--- config.mk ---
export PLATFORM = sky130hd
export DESIGN_NAME = swire_master
export DESIGN_NICKNAME = d
export VERILOG_FILES = /design/src/rtl/swire_pkg.sv /design/src/rtl/swire_rstseq.sv /design/src/rtl/swire_engine.sv /design/src/rtl/swire_regs.sv /design/src/rtl/swire_master.sv
export SDC_FILE = /design/constraint.sdc
export NUM_CORES = 1
export LEC_CHECK = 0
export BUFFER_PORTS_ARGS = -buffer_cell sky130_fd_sc_hd__clkbuf_2
export CAP_MARGIN = 10
export CORE_ASPECT_RATIO = 2
export CORE_MARGIN = 4
export CORE_UTILIZATION = 30
export CTS_CLUSTER_DIAMETER = 150
export DETAILED_ROUTE_END_ITERATION = 8
export GPL_ROUTABILITY_DRIVEN = 0
export SLEW_MARGIN = 20
export SYNTH_ARGS = -nofsm -noshare
export SYNTH_HDL_FRONTEND = slang
export SYNTH_HIERARCHICAL = 1
export SYNTH_SLANG_ARGS = --single-unit
--- constraint.sdc ---
create_clock -name clk -period 4.5 [get_ports clk]
set_input_delay 0.225 -clock clk [delete_from_list [all_inputs] [get_ports clk]]
set_output_delay 0.225 -clock clk [all_outputs]
set_load 0.01 [all_outputs]
--- src/rtl/swire_pkg.sv ---
package swire_pkg;

  localparam int unsigned DW = 8;
  localparam int unsigned AW = 5;

  localparam logic [AW-1:0] A_REV  = 5'h00;
  localparam logic [AW-1:0] A_TX   = 5'h04;
  localparam logic [AW-1:0] A_RX   = 5'h08;
  localparam logic [AW-1:0] A_CTRL = 5'h0C;
  localparam logic [AW-1:0] A_FLAG = 5'h10;
  localparam logic [AW-1:0] A_CFG  = 5'h14;
  localparam logic [AW-1:0] A_STAT = 5'h18;

  localparam int C_SINGLE = 7;
  localparam int C_IE     = 6;
  localparam int C_CLKEN  = 5;
  localparam int C_GO     = 4;
  localparam int C_PRES   = 3;
  localparam int C_INIT   = 2;
  localparam int C_DIR    = 1;
  localparam int C_MODE   = 0;

  localparam int F_SENT  = 2;
  localparam int F_RECV  = 1;
  localparam int F_BREAK = 0;

  typedef enum logic [1:0] {OP_BREAK, OP_WRITE, OP_READ} op_e;

  typedef struct packed {
    logic [15:0] brk_low;
    logic [15:0] brk_rec;
    logic [15:0] pres_at;
    logic [15:0] slot;
    logic [15:0] low_one;
    logic [15:0] low_zero;
    logic [15:0] rd_low;
    logic [15:0] rd_smp;
  } line_timing_t;

  localparam line_timing_t HDQ_DEFAULT = '{
    brk_low: 16'd40, brk_rec: 16'd30, pres_at: 16'd12, slot: 16'd40,
    low_one: 16'd6, low_zero: 16'd24, rd_low: 16'd3, rd_smp: 16'd15};

  localparam line_timing_t OW_DEFAULT = '{
    brk_low: 16'd60, brk_rec: 16'd50, pres_at: 16'd15, slot: 16'd30,
    low_one: 16'd4, low_zero: 16'd18, rd_low: 16'd2, rd_smp: 16'd10};

endpackage

--- src/rtl/swire_rstseq.sv ---
module swire_rstseq #(
  parameter int unsigned SRST_CYCLES = 16
) (
  input  logic clk,
  input  logic rst_n,
  input  logic req,
  output logic active
);
  localparam int unsigned CW = $clog2(SRST_CYCLES + 1);

  logic [CW-1:0] cnt_q, cnt_n;
  logic          cnt_en;

  always_comb begin
    cnt_en = 1'b0;
    cnt_n  = cnt_q;
    if (req && (cnt_q == '0)) begin
      cnt_en = 1'b1;
      cnt_n  = CW'(SRST_CYCLES);
    end else if (cnt_q != '0) begin
      cnt_en = 1'b1;
      cnt_n  = cnt_q - 1'b1;
    end
  end

  always_ff @(posedge clk or negedge rst_n) begin
    if (!rst_n)      cnt_q <= '0;
    else if (cnt_en) cnt_q <= cnt_n;
  end

  assign active = (cnt_q != '0);

endmodule

--- src/rtl/swire_engine.sv ---
module swire_engine import swire_pkg::*; #(
  parameter line_timing_t HDQ_TIMING = HDQ_DEFAULT,
  parameter line_timing_t OW_TIMING  = OW_DEFAULT
) (
  input  logic          clk,
  input  logic          rst_n,
  input  logic          clr,
  input  logic          start,
  input  op_e           op,
  input  logic          single,
  input  logic          mode,
  input  logic [DW-1:0] tx_byte,
  input  logic          line_in,
  output logic          line_drive,
  output logic          busy,
  output logic          tx_done,
  output logic          rx_done,
  output logic          brk_done,
  output logic [DW-1:0] rx_byte,
  output logic          pres_val
);
  typedef enum logic [1:0] {ST_IDLE, ST_BRK_LO, ST_BRK_HI, ST_SLOT} eng_st_e;

  localparam int unsigned BW = $clog2(DW);

  eng_st_e       st_q, st_n;
  op_e           op_q, op_n;
  logic          mode_q, mode_n;
  logic          single_q, single_n;
  logic [15:0]   cnt_q, cnt_n;
  logic [BW-1:0] bit_q, bit_n;
  logic [DW-1:0] sh_q, sh_n;
  logic          pres_q, pres_n;
  logic [1:0]    sync_q;
  logic          line_s;
  line_timing_t  tim;
  logic [15:0]   low_len;
  logic [BW-1:0] last_bit;

  // two-flop synchronizer on the sensed wire level
  always_ff @(posedge clk or negedge rst_n) begin
    if (!rst_n) sync_q <= 2'b11;
    else        sync_q <= {sync_q[0], line_in};
  end
  assign line_s = sync_q[1];

  assign tim      = mode_q ? OW_TIMING : HDQ_TIMING;
  assign last_bit = single_q ? '0 : BW'(DW - 1);
  assign low_len  = (op_q == OP_READ) ? tim.rd_low :
                    (sh_q[0] ? tim.low_one : tim.low_zero);

  always_comb begin
    st_n     = st_q;
    op_n     = op_q;
    mode_n   = mode_q;
    single_n = single_q;
    cnt_n    = cnt_q;
    bit_n    = bit_q;
    sh_n     = sh_q;
    pres_n   = pres_q;
    tx_done  = 1'b0;
    rx_done  = 1'b0;
    brk_done = 1'b0;
    unique case (st_q)
      ST_IDLE: begin
        if (start) begin
          op_n     = op;
          mode_n   = mode;
          single_n = single;
          sh_n     = tx_byte;
          bit_n    = '0;
          cnt_n    = '0;
          pres_n   = 1'b0;
          st_n     = (op == OP_BREAK) ? ST_BRK_LO : ST_SLOT;
        end
      end
      ST_BRK_LO: begin
        if (cnt_q == tim.brk_low - 16'd1) begin
          st_n  = ST_BRK_HI;
          cnt_n = '0;
        end else begin
          cnt_n = cnt_q + 16'd1;
        end
      end
      ST_BRK_HI: begin
        if ((cnt_q == tim.pres_at) && !line_s) pres_n = 1'b1;
        if (cnt_q == tim.brk_rec - 16'd1) begin
          st_n     = ST_IDLE;
          brk_done = 1'b1;
        end else begin
          cnt_n = cnt_q + 16'd1;
        end
      end
      ST_SLOT: begin
        if ((op_q == OP_READ) && (cnt_q == tim.rd_smp))
          sh_n = {line_s, sh_q[DW-1:1]};
        if (cnt_q == tim.slot - 16'd1) begin
          cnt_n = '0;
          if (bit_q == last_bit) begin
            st_n = ST_IDLE;
            if (op_q == OP_READ) rx_done = 1'b1;
            else                 tx_done = 1'b1;
          end else begin
            bit_n = bit_q + 1'b1;
            if (op_q == OP_WRITE) sh_n = {1'b0, sh_q[DW-1:1]};
          end
        end else begin
          cnt_n = cnt_q + 16'd1;
        end
      end
      default: st_n = ST_IDLE;
    endcase
  end

  always_ff @(posedge clk or negedge rst_n) begin
    if (!rst_n) begin
      st_q     <= ST_IDLE;
      op_q     <= OP_WRITE;
      mode_q   <= 1'b0;
      single_q <= 1'b0;
      cnt_q    <= '0;
      bit_q    <= '0;
      sh_q     <= '0;
      pres_q   <= 1'b0;
    end else if (clr) begin
      st_q     <= ST_IDLE;
      op_q     <= OP_WRITE;
      mode_q   <= 1'b0;
      single_q <= 1'b0;
      cnt_q    <= '0;
      bit_q    <= '0;
      sh_q     <= '0;
      pres_q   <= 1'b0;
    end else begin
      st_q     <= st_n;
      op_q     <= op_n;
      mode_q   <= mode_n;
      single_q <= single_n;
      cnt_q    <= cnt_n;
      bit_q    <= bit_n;
      sh_q     <= sh_n;
      pres_q   <= pres_n;
    end
  end

  assign line_drive = (st_q == ST_BRK_LO) || ((st_q == ST_SLOT) && (cnt_q < low_len));
  assign busy       = (st_q != ST_IDLE);
  assign rx_byte    = single_q ? {{(DW-1){1'b0}}, sh_q[DW-1]} : sh_q;
  assign pres_val   = pres_q;

  // the register file never launches an operation into a busy engine
  p_start_idle_r9: assert property (@(posedge clk) disable iff (!rst_n)
    start |-> (st_q == ST_IDLE));

  // the slot counter stays inside the slot length
  p_slot_bound_r4: assert property (@(posedge clk) disable iff (!rst_n)
    (st_q == ST_SLOT) |-> (cnt_q < tim.slot));

endmodule

--- src/rtl/swire_regs.sv ---
module swire_regs import swire_pkg::*; #(
  parameter logic [3:0] REV_MAJOR = 4'd2,
  parameter logic [3:0] REV_MINOR = 4'd1
) (
  input  logic          clk,
  input  logic          rst_n,
  input  logic          clr,
  input  logic          reg_wr,
  input  logic          reg_rd,
  input  logic [AW-1:0] reg_addr,
  input  logic [DW-1:0] reg_wdata,
  output logic [DW-1:0] reg_rdata,
  output logic          irq,
  input  logic          busy,
  input  logic          tx_done,
  input  logic          rx_done,
  input  logic          brk_done,
  input  logic [DW-1:0] rx_byte,
  input  logic          pres_val,
  output logic          start,
  output op_e           op,
  output logic          single,
  output logic          mode,
  output logic [DW-1:0] tx_byte,
  output logic          srst_req
);
  logic          single_q, ie_q, clken_q, init_q, dir_q, mode_q, pres_q, idle_cfg_q;
  logic          single_n, ie_n, clken_n, init_n, dir_n, mode_n, pres_n, idle_cfg_n;
  logic [DW-1:0] tx_q, tx_n, rx_q, rx_n;
  logic [2:0]    flag_q, flag_n;
  logic          wr_tx, wr_ctrl, wr_cfg, rd_flag, ctrl_load;

  assign wr_tx     = reg_wr && (reg_addr == A_TX)   && !clr;
  assign wr_ctrl   = reg_wr && (reg_addr == A_CTRL) && !clr;
  assign wr_cfg    = reg_wr && (reg_addr == A_CFG)  && !clr;
  assign rd_flag   = reg_rd && (reg_addr == A_FLAG) && !clr;
  assign ctrl_load = wr_ctrl && !busy;

  assign start    = ctrl_load && reg_wdata[C_GO] && reg_wdata[C_CLKEN];
  assign op       = reg_wdata[C_INIT] ? OP_BREAK : (reg_wdata[C_DIR] ? OP_READ : OP_WRITE);
  assign single   = reg_wdata[C_SINGLE];
  assign mode     = reg_wdata[C_MODE];
  assign tx_byte  = tx_q;
  assign srst_req = wr_cfg && reg_wdata[1];

  always_comb begin
    single_n   = single_q;
    ie_n       = ie_q;
    clken_n    = clken_q;
    init_n     = init_q;
    dir_n      = dir_q;
    mode_n     = mode_q;
    pres_n     = pres_q;
    idle_cfg_n = idle_cfg_q;
    tx_n       = wr_tx ? reg_wdata : tx_q;
    rx_n       = rx_done ? rx_byte : rx_q;
    if (wr_ctrl) begin
      ie_n    = reg_wdata[C_IE];
      clken_n = reg_wdata[C_CLKEN];
    end
    if (ctrl_load) begin
      single_n = reg_wdata[C_SINGLE];
      init_n   = reg_wdata[C_INIT];
      dir_n    = reg_wdata[C_DIR];
      mode_n   = reg_wdata[C_MODE];
    end
    if (start && (op == OP_BREAK)) pres_n = 1'b0;
    if (brk_done) begin
      pres_n = pres_val;
      init_n = 1'b0;
    end
    if (wr_cfg) idle_cfg_n = reg_wdata[0];
    flag_n = rd_flag ? 3'b000 : flag_q;
    flag_n[F_SENT]  = flag_n[F_SENT]  | tx_done;
    flag_n[F_RECV]  = flag_n[F_RECV]  | rx_done;
    flag_n[F_BREAK] = flag_n[F_BREAK] | brk_done;
  end

  always_ff @(posedge clk or negedge rst_n) begin
    if (!rst_n) begin
      single_q <= 1'b0; ie_q <= 1'b0; clken_q <= 1'b0; init_q <= 1'b0;
      dir_q <= 1'b0; mode_q <= 1'b0; pres_q <= 1'b0; idle_cfg_q <= 1'b0;
      tx_q <= '0; rx_q <= '0; flag_q <= '0;
    end else if (clr) begin
      single_q <= 1'b0; ie_q <= 1'b0; clken_q <= 1'b0; init_q <= 1'b0;
      dir_q <= 1'b0; mode_q <= 1'b0; pres_q <= 1'b0; idle_cfg_q <= 1'b0;
      tx_q <= '0; rx_q <= '0; flag_q <= '0;
    end else begin
      single_q <= single_n; ie_q <= ie_n; clken_q <= clken_n; init_q <= init_n;
      dir_q <= dir_n; mode_q <= mode_n; pres_q <= pres_n; idle_cfg_q <= idle_cfg_n;
      tx_q <= tx_n; rx_q <= rx_n; flag_q <= flag_n;
    end
  end

  always_comb begin
    unique case (reg_addr)
      A_REV:   reg_rdata = {REV_MAJOR, REV_MINOR};
      A_TX:    reg_rdata = tx_q;
      A_RX:    reg_rdata = rx_q;
      A_CTRL:  reg_rdata = {single_q, ie_q, clken_q, busy, pres_q, init_q, dir_q, mode_q};
      A_FLAG:  reg_rdata = {5'b0, flag_q};
      A_CFG:   reg_rdata = {6'b0, clr, idle_cfg_q};
      A_STAT:  reg_rdata = {7'b0, !clr};
      default: reg_rdata = '0;
    endcase
  end

  assign irq = ie_q && (flag_q != 3'b000);

  // a flag read with no new event leaves every flag clear
  p_flag_clear_r7: assert property (@(posedge clk) disable iff (!rst_n)
    (rd_flag && !(tx_done || rx_done || brk_done)) |=> (flag_q == 3'b000));

  // a starting break drops the old presence result
  p_presence_clear_r3: assert property (@(posedge clk) disable iff (!rst_n)
    (start && (op == OP_BREAK)) |=> !pres_q);

  // single-bit receive leaves the upper receive bits at zero
  p_rx_single_r6: assert property (@(posedge clk) disable iff (!rst_n)
    (rx_done && single_q && !clr) |=> (rx_q[DW-1:1] == '0));

  // an engine completion with interrupts on raises irq next cycle
  p_irq_done_r8: assert property (@(posedge clk) disable iff (!rst_n)
    (ie_q && !wr_ctrl && !clr && (tx_done || rx_done || brk_done)) |=> irq);

endmodule

--- src/rtl/swire_master.sv ---
module swire_master import swire_pkg::*; #(
  parameter line_timing_t HDQ_TIMING  = HDQ_DEFAULT,
  parameter line_timing_t OW_TIMING   = OW_DEFAULT,
  parameter int unsigned  SRST_CYCLES = 16,
  parameter logic [3:0]   REV_MAJOR   = 4'd2,
  parameter logic [3:0]   REV_MINOR   = 4'd1
) (
  input  logic          clk,
  input  logic          rst_n,
  input  logic          reg_wr,
  input  logic          reg_rd,
  input  logic [AW-1:0] reg_addr,
  input  logic [DW-1:0] reg_wdata,
  output logic [DW-1:0] reg_rdata,
  output logic          irq,
  output logic          line_drive_low,
  input  logic          line_in
);
  logic          rst_meta, rst_sync_n;
  logic          srst_req, srst_active;
  logic          start, single, mode, busy;
  logic          tx_done, rx_done, brk_done, pres_val;
  op_e           op;
  logic [DW-1:0] tx_byte, rx_byte;

  // asynchronous assertion, synchronous release
  always_ff @(posedge clk or negedge rst_n) begin
    if (!rst_n) begin
      rst_meta   <= 1'b0;
      rst_sync_n <= 1'b0;
    end else begin
      rst_meta   <= 1'b1;
      rst_sync_n <= rst_meta;
    end
  end

  swire_rstseq #(.SRST_CYCLES(SRST_CYCLES)) u_rstseq (
    .clk(clk), .rst_n(rst_sync_n), .req(srst_req), .active(srst_active));

  swire_regs #(.REV_MAJOR(REV_MAJOR), .REV_MINOR(REV_MINOR)) u_regs (
    .clk(clk), .rst_n(rst_sync_n), .clr(srst_active),
    .reg_wr(reg_wr), .reg_rd(reg_rd), .reg_addr(reg_addr),
    .reg_wdata(reg_wdata), .reg_rdata(reg_rdata), .irq(irq),
    .busy(busy), .tx_done(tx_done), .rx_done(rx_done), .brk_done(brk_done),
    .rx_byte(rx_byte), .pres_val(pres_val),
    .start(start), .op(op), .single(single), .mode(mode),
    .tx_byte(tx_byte), .srst_req(srst_req));

  swire_engine #(.HDQ_TIMING(HDQ_TIMING), .OW_TIMING(OW_TIMING)) u_engine (
    .clk(clk), .rst_n(rst_sync_n), .clr(srst_active),
    .start(start), .op(op), .single(single), .mode(mode), .tx_byte(tx_byte),
    .line_in(line_in), .line_drive(line_drive_low), .busy(busy),
    .tx_done(tx_done), .rx_done(rx_done), .brk_done(brk_done),
    .rx_byte(rx_byte), .pres_val(pres_val));

  // soft reset releases the wire from the following cycle on
  p_srst_release_r11: assert property (@(posedge clk) disable iff (!rst_sync_n)
    srst_active |=> !line_drive_low);

endmodule

==> metrics.cfg, run 1 <==
[sta]
fin_tns_setup_ns = 0
slew_violations = 0
fin_crit_ns = 3.44
rsz0062_at_grt = false
hold-worst-slack_ns = 0.112
max_freq_mhz = 291
finalSetupViolCount = 0
relSlewSlack_pct = 32.5
fin_crit_sh_pct = 76.4
worstMarginPinSlew_ns = 1.01
hold_violations = 0
finClkSkew_ns = 0.0103

[clock_tree]
cts_root_buffer = clkbuf_16
worstSkewPairLatency_ns = 0.34
cts_max_path_buffers = 2
hold_buffers = 2
htreeDepth = 3
cts_buffers = 9
cts_resized = 0
cts_sinks = 70
post_cts_buffers = 0
clk_pin_slew_ns = 0.06
cts_tree = built

[routing]
routed_wl_um = 12100
highest_layer = met4
first_pass_iters = 5
ant_nets = 0
routed_via_density = 5.43
dr_wl_met3_um = 316
vias = 3712
wl_met1_um = 4490
drtIter0Drc = 193
drc = 0
wl_per_cell_um = 17.7
dr_wl_met2_um = 6850

[final_layout]
final_common_cell = dfrtp_1
fillers = 1472
register_area_um2 = 1760
mostFrequentLayoutCells = 66 x dfrtp_1, 40 x nand2_1, 31 x nor2_1
finish.utilization_pct = 35.0
area_growth_pct = 13.9
multi_input_area_um2 = 2360
diodes = 0
fin_nets = 516
drive_above_1_share_pct = 15.4

[global_route]
grt_pass1_wl_um = 19900
grt_use_total_pct = 15.4
grt_max_degree = 47
overflow = 0
grt_pass1_vias = 3841
antenna_found_initial = 0

[synth]
synth_ff_type = dfrtp_1
ys_seq_elements = 70
syn_inst = 469
synth_edf_count = 0
syn_area_um2 = 4320
yosysWarnings = 6
synth.distinct_cells = 74
syn_avg_cell_area_um2 = 9.20
synth_nets = 496
synthArstFlopShare_pct = 100
synth-seq-area-share_pct = 40.7

[critical_path]
crit_path_start_kind = flip-flop
r2r_slack_ns = 1.06
crit_arrival_ns = 3.66
rr_endpoint = u_engine/cnt_q[13]$_DFFE_PN0P_
worstSetupPathType = reg -> reg
r2r_cells = 11
endpoint_kind = flip-flop
critical_path.max_fanout = 19
required_ns = 4.73
reg2reg_from = u_rstseq/cnt_q[0]$_DFFE_PN0P_

[power_and_ir_drop]
peakVddDrop_mv = 0.243
leakage_nw = 1.98
powerDensity_nw_per_um2 = 322

[min_path]
hold-path-endpoint = u_regs/flag_q[2]$_DFF_PN0_
hold_path.startpoint = reg_rd
hold_path_class = in -> reg
hold_depth = 2

[die]
start_util_pct = 30.7
core_um2 = 14000
ioPinCount = 28
rows = 61
die_y_um = 178
die_x_um = 92.8
die-area_um2 = 16500

[run]
maxCapViolations = 0

[placed_design]
dp_hpwl_um = 9030
portBuffers = 27

[run_status]
status = finished, final reports clean

-- layout make-up --
| cell class | count | area share (%) |
|---|---|---|
| clock buffer | 10 | 4.86 |
| clock inverter | 6 | 0.916 |
| inverter | 20 | 1.53 |
| multi-input combinational | 353 | 48.1 |
| sequential | 70 | 35.7 |
| tap | 189 | 4.81 |
| timing repair buffer | 35 | 4.07 |
-- cell families (layout without fill, tap and decap cells) --
logic type	after synthesis	count (layout)	synth area share, %
compound gates	125	125	19.3
fa+ha+maj	9	9	2.61
buf+inv	46	71	4.78
flops	70	70	40.7
mux	32	32	7.83
other cells	1	1	0.0869
simple gates	186	186	24.7
-- synth_stat cells, types with 11 or more instances --
library cell  instances  area, um^2
nand3_1              24         120
nor3_1               11        55.1
a21oi_1              27         135
inv_1                18        67.6
o21ai_0              18        90.1
and2_1               11        68.8
mux2i_1              27         270
nand2_1              40         150
nor2b_1              15        93.8
dfrtp_1              67        1680
o21ai_1              11        55.1
nor2_1               32         120
clkbuf_1             13        48.8
-- where the power goes --
part / internal (mW) / switching (mW) / total (mW)
clock: 0.390 / 0.282 / 0.672
combinational: 0.0786 / 0.143 / 0.221
sequential: 0.654 / 0.0373 / 0.691
total: 1.12 / 0.463 / 1.58
-- state kept, by name, summed over array words and instances, names as in the netlist, 2 cells and up --
register,flops
u_engine/cnt_q,16
u_engine/sh_q,8
u_regs/rx_q,8
u_regs/tx_byte,8
u_rstseq/cnt_q,5
u_engine/bit_q,3
u_regs/flag_q,3
u_engine/op_q,2
u_engine/st_q,2
u_engine/sync_q,2
-- worst max-delay path, cell delays in order (launching register included) --
cell	delay, ns
dfrtp_1	0.42
inv_1	0.08
ha_1	0.23
nor4b_4	0.35
inv_2	0.06
or4bb_1	0.56
nor3_1	0.34
or3_1	0.18
o21ai_1	0.06
buf_4	0.21
nand2b_1	0.43
o31ai_1	0.41
-- worst max-delay path by stage --
| stage | end | slack, ns | depth (start not counted) | startpoint |
|---|---|---|---|---|
| after floorplan | u_engine/sh_q[0]$_DFFE_PN0P_ | 1.54 | 11 | u_rstseq/cnt_q[0]$_DFFE_PN0P_ |
| after global placement | u_engine/cnt_q[3]$_DFFE_PN0P_ | 1.25 | 11 | u_rstseq/cnt_q[0]$_DFFE_PN0P_ |
| after detailed placement | u_engine/cnt_q[13]$_DFFE_PN0P_ | 1.13 | 11 | u_rstseq/cnt_q[0]$_DFFE_PN0P_ |
| after CTS | u_engine/cnt_q[13]$_DFFE_PN0P_ | 1.11 | 11 | u_rstseq/cnt_q[0]$_DFFE_PN0P_ |
| after global routing | u_engine/cnt_q[3]$_DFFE_PN0P_ | 0.78 | 11 | u_rstseq/cnt_q[0]$_DFFE_PN0P_ |
| final | u_engine/cnt_q[13]$_DFFE_PN0P_ | 1.06 | 11 | u_rstseq/cnt_q[0]$_DFFE_PN0P_ |
-- per-stage QoR --
stage / instance area [um^2] / worst slack [ns] / cells / total power, mW
finish: 4910 / 1.06 / 683 / 1.58
global route: 4910 / 0.780 / 683 / 1.65
CTS: 4910 / 1.11 / 683 / 1.60
detailed placement: 4600 / 1.13 / 665 / 0.920
global placement: 4600 / 1.25 / 665 / 0.908
floorplan: 4320 / 1.54 / 469 / 0.850
-- routing by layer --
| layer | vias up | GRT usage [%] |
|---|---|---|
| met4 | 0 | 7.46 |
| met3 | 23 | 3.10 |
| met5 | - | 0 |
| met2 | 85 | 29.2 |
| met1 | 1846 | 15.7 |
| li1 | 1758 | - |
No activity file was read; power rests on OpenSTA's default activity.
==> inputs of run 2 (changes only) <==
==> constraint.sdc (replaced) <==
create_clock -name clk -period 2.9 [get_ports clk]
set_input_delay 0.145 -clock clk [delete_from_list [all_inputs] [get_ports clk]]
set_output_delay 0.145 -clock clk [all_outputs]
set_load 0.01 [all_outputs]
==> run 2 against run 1 <==
Compared with the run above: utilization grew 1.4 points; hold slack lost 0.071 ns; highest routed layer unchanged; non-clock buffer count grew 15; flip-flop and latch count is the same; cell count grew 2.2%; critical endpoint is now u_engine/bit_q[2]$_DFFE_PN0P_; critical path depth is the same; count of clock-buffer cells in the layout grew 1; global-route usage grew 0.14 points; final area grew 4.0%; register-to-register slack lost 0.91 ns; maximum frequency grew 25%.
==> metrics.cfg, run 2 (synthesis results as in run 1) <==
[routing]
first_pass_iters = 6
routed_wl_um = 12500
ant_nets = 0
drc = 0
drtIter0Drc = 253
wl_per_cell_um = 17.9
routed_via_density = 5.42
vias = 3785

[die]
die_x_um = 92.8
die-area_um2 = 16500
core_um2 = 14000
die_y_um = 178
start_util_pct = 30.7
rows = 61
ioPinCount = 28

[power_and_ir_drop]
leakage_nw = 2.11
powerDensity_nw_per_um2 = 534
peakVddDrop_mv = 0.351

[sta]
fin_crit_ns = 2.75
relSlewSlack_pct = 44.5
max_freq_mhz = 364
fin_crit_sh_pct = 94.7
finClkSkew_ns = 0.00813
finalSetupViolCount = 0
hold-worst-slack_ns = 0.0413
hold_violations = 0
setup_slack_ns = 0.154
worstMarginPinSlew_ns = 0.832
slew_violations = 0

[final_layout]
final_common_cell = dfrtp_1
mostFrequentLayoutCells = 66 x dfrtp_1, 40 x nand2_1, 32 x nor2_1
multi_input_area_um2 = 2390
diodes = 0
postLayoutCellArea_um2 = 5110
top_register = u_engine/cnt_q
register_area_um2 = 1760
drive_above_1_share_pct = 18.3
area_growth_pct = 18.5
finish.utilization_pct = 36.4
fillers = 1463
largest_reg_flops = 16
fin_nets = 531

[critical_path]
r2r_cells = 11
crit_arrival_ns = 2.96
worstPathCellList = inv_1 > ha_2 > nor4b_4 > inv_2 > or4bb_4 > nor3_4 > buf_4 > and2_1 > buf_4 > nor2_1 > a32o_1
reg2reg_from = u_rstseq/cnt_q[0]$_DFFE_PN0P_
cp_slowest_stage_delay_ns = 0.56
required_ns = 3.11
worstSetupPathType = reg -> reg
cp_num_buf_inv = 4
r2r_slack_ns = 0.15
endpoint_kind = flip-flop
path_depth = 11
cp_top_family = simple AND/OR/NAND/NOR gates
startpoint = u_rstseq/cnt_q[0]$_DFFE_PN0P_
crit_path_start_kind = flip-flop
critical_path.endpoint = u_engine/bit_q[2]$_DFFE_PN0P_
critical_path.max_fanout = 5
critPathMostFrequentCell = buf_4
rr_endpoint = u_engine/bit_q[2]$_DFFE_PN0P_
slowest_stage = or4bb_4

[clock_tree]
cts_root_buffer = clkbuf_16
cts_buffers = 9
clk_pin_slew_ns = 0.06
cts_tree = built
worstSkewPairLatency_ns = 0.33
htreeDepth = 3
cts_sinks = 70
cts_max_path_buffers = 2

[global_route]
use_met2_pct = 28.7
overflow = 0
grt.busiest_layer = met2
grt_max_degree = 47
grt_pass1_vias = 3816
grt_pass1_wl_um = 20000
antenna_found_initial = 0
grt_use_met3_pct = 2.84
grtUsageMet1_pct = 16.6
grt_use_total_pct = 15.6

[placed_design]
portBuffers = 27
postPlaceCellArea_um2 = 4710
dp_hpwl_um = 9290
place_ws_ns = -0.228

[min_path]
hold_depth = 2
hold_path_class = in -> reg

[run]
maxCapViolations = 0

[run_status]
status = finished, final reports clean

[run 2: cell types whose count changed in the layout (fill, tap and decap cells not counted), moves of 2 or more]
| cell | delta |
|---|---|
| buf_4 | +14 |
| bufinv_16 | +3 |
| clkbuf_1 | +2 |
| clkinvlp_4 | -3 |
| nor3_1 | -2 |
[run 2: final cells by class]
| type | count | share of cell area [%] |
|---|---|---|
| inverter | 20 | 1.47 |
| timing repair buffer | 50 | 6.19 |
| sequential | 70 | 34.4 |
| clock inverter | 5 | 2.10 |
| multi-input combinational | 353 | 46.7 |
| clock buffer | 11 | 4.55 |
| tap | 189 | 4.62 |
[run 2: worst min path at each step]
stage | start | to | slack (ns)
detailed placement | rst_n | rst_meta$_DFF_PN0_ | -0.07
global route | reg_rd | u_regs/flag_q[0]$_DFF_PN0_ | 0.04
global placement | rst_n | rst_meta$_DFF_PN0_ | -0.07
floorplan | rst_n | rst_meta$_DFF_PN0_ | -0.15
finish | reg_rd | u_regs/flag_q[0]$_DFF_PN0_ | 0.04
CTS | reg_rd | u_regs/flag_q[0]$_DFF_PN0_ | 0.03
[run 2: repair_timing]
item / in CTS / in global routing
hold buffers: 2 / 0
resized for setup: 2 / 7
endpoints found under the hold margin: 3 / 0
endpoints found under the setup margin: 15 / 24
pin swaps: 0 / 2
cloned: 0 / 0
buffers inserted: 0 / 1
[run 2: power breakdown]
group	internal (mW)	leakage (nW)	switching [mW]
registers	1.01	0.953	0.0520
logic	0.154	0.991	0.244
clock network	0.844	0.164	0.422
total	2.01	2.11	0.718
[run 2: routing by layer]
metal / wire (um) / up-vias
met4: 526 / 0
met2: 6910 / 110
li1: - / 1788
met3: 420 / 33
met5: 0 / -
met1: 4640 / 1854
[run 2: metrics by stage]
step                      total power, mW  instances  setup TNS (ns)
after floorplan                      1.32        469               0
after global placement               1.43        679          -0.347
after detailed placement             1.46        679           -2.09
after CTS                            2.74        697               0
after global routing                 2.85        698        -0.00276
final                                2.73        698               0
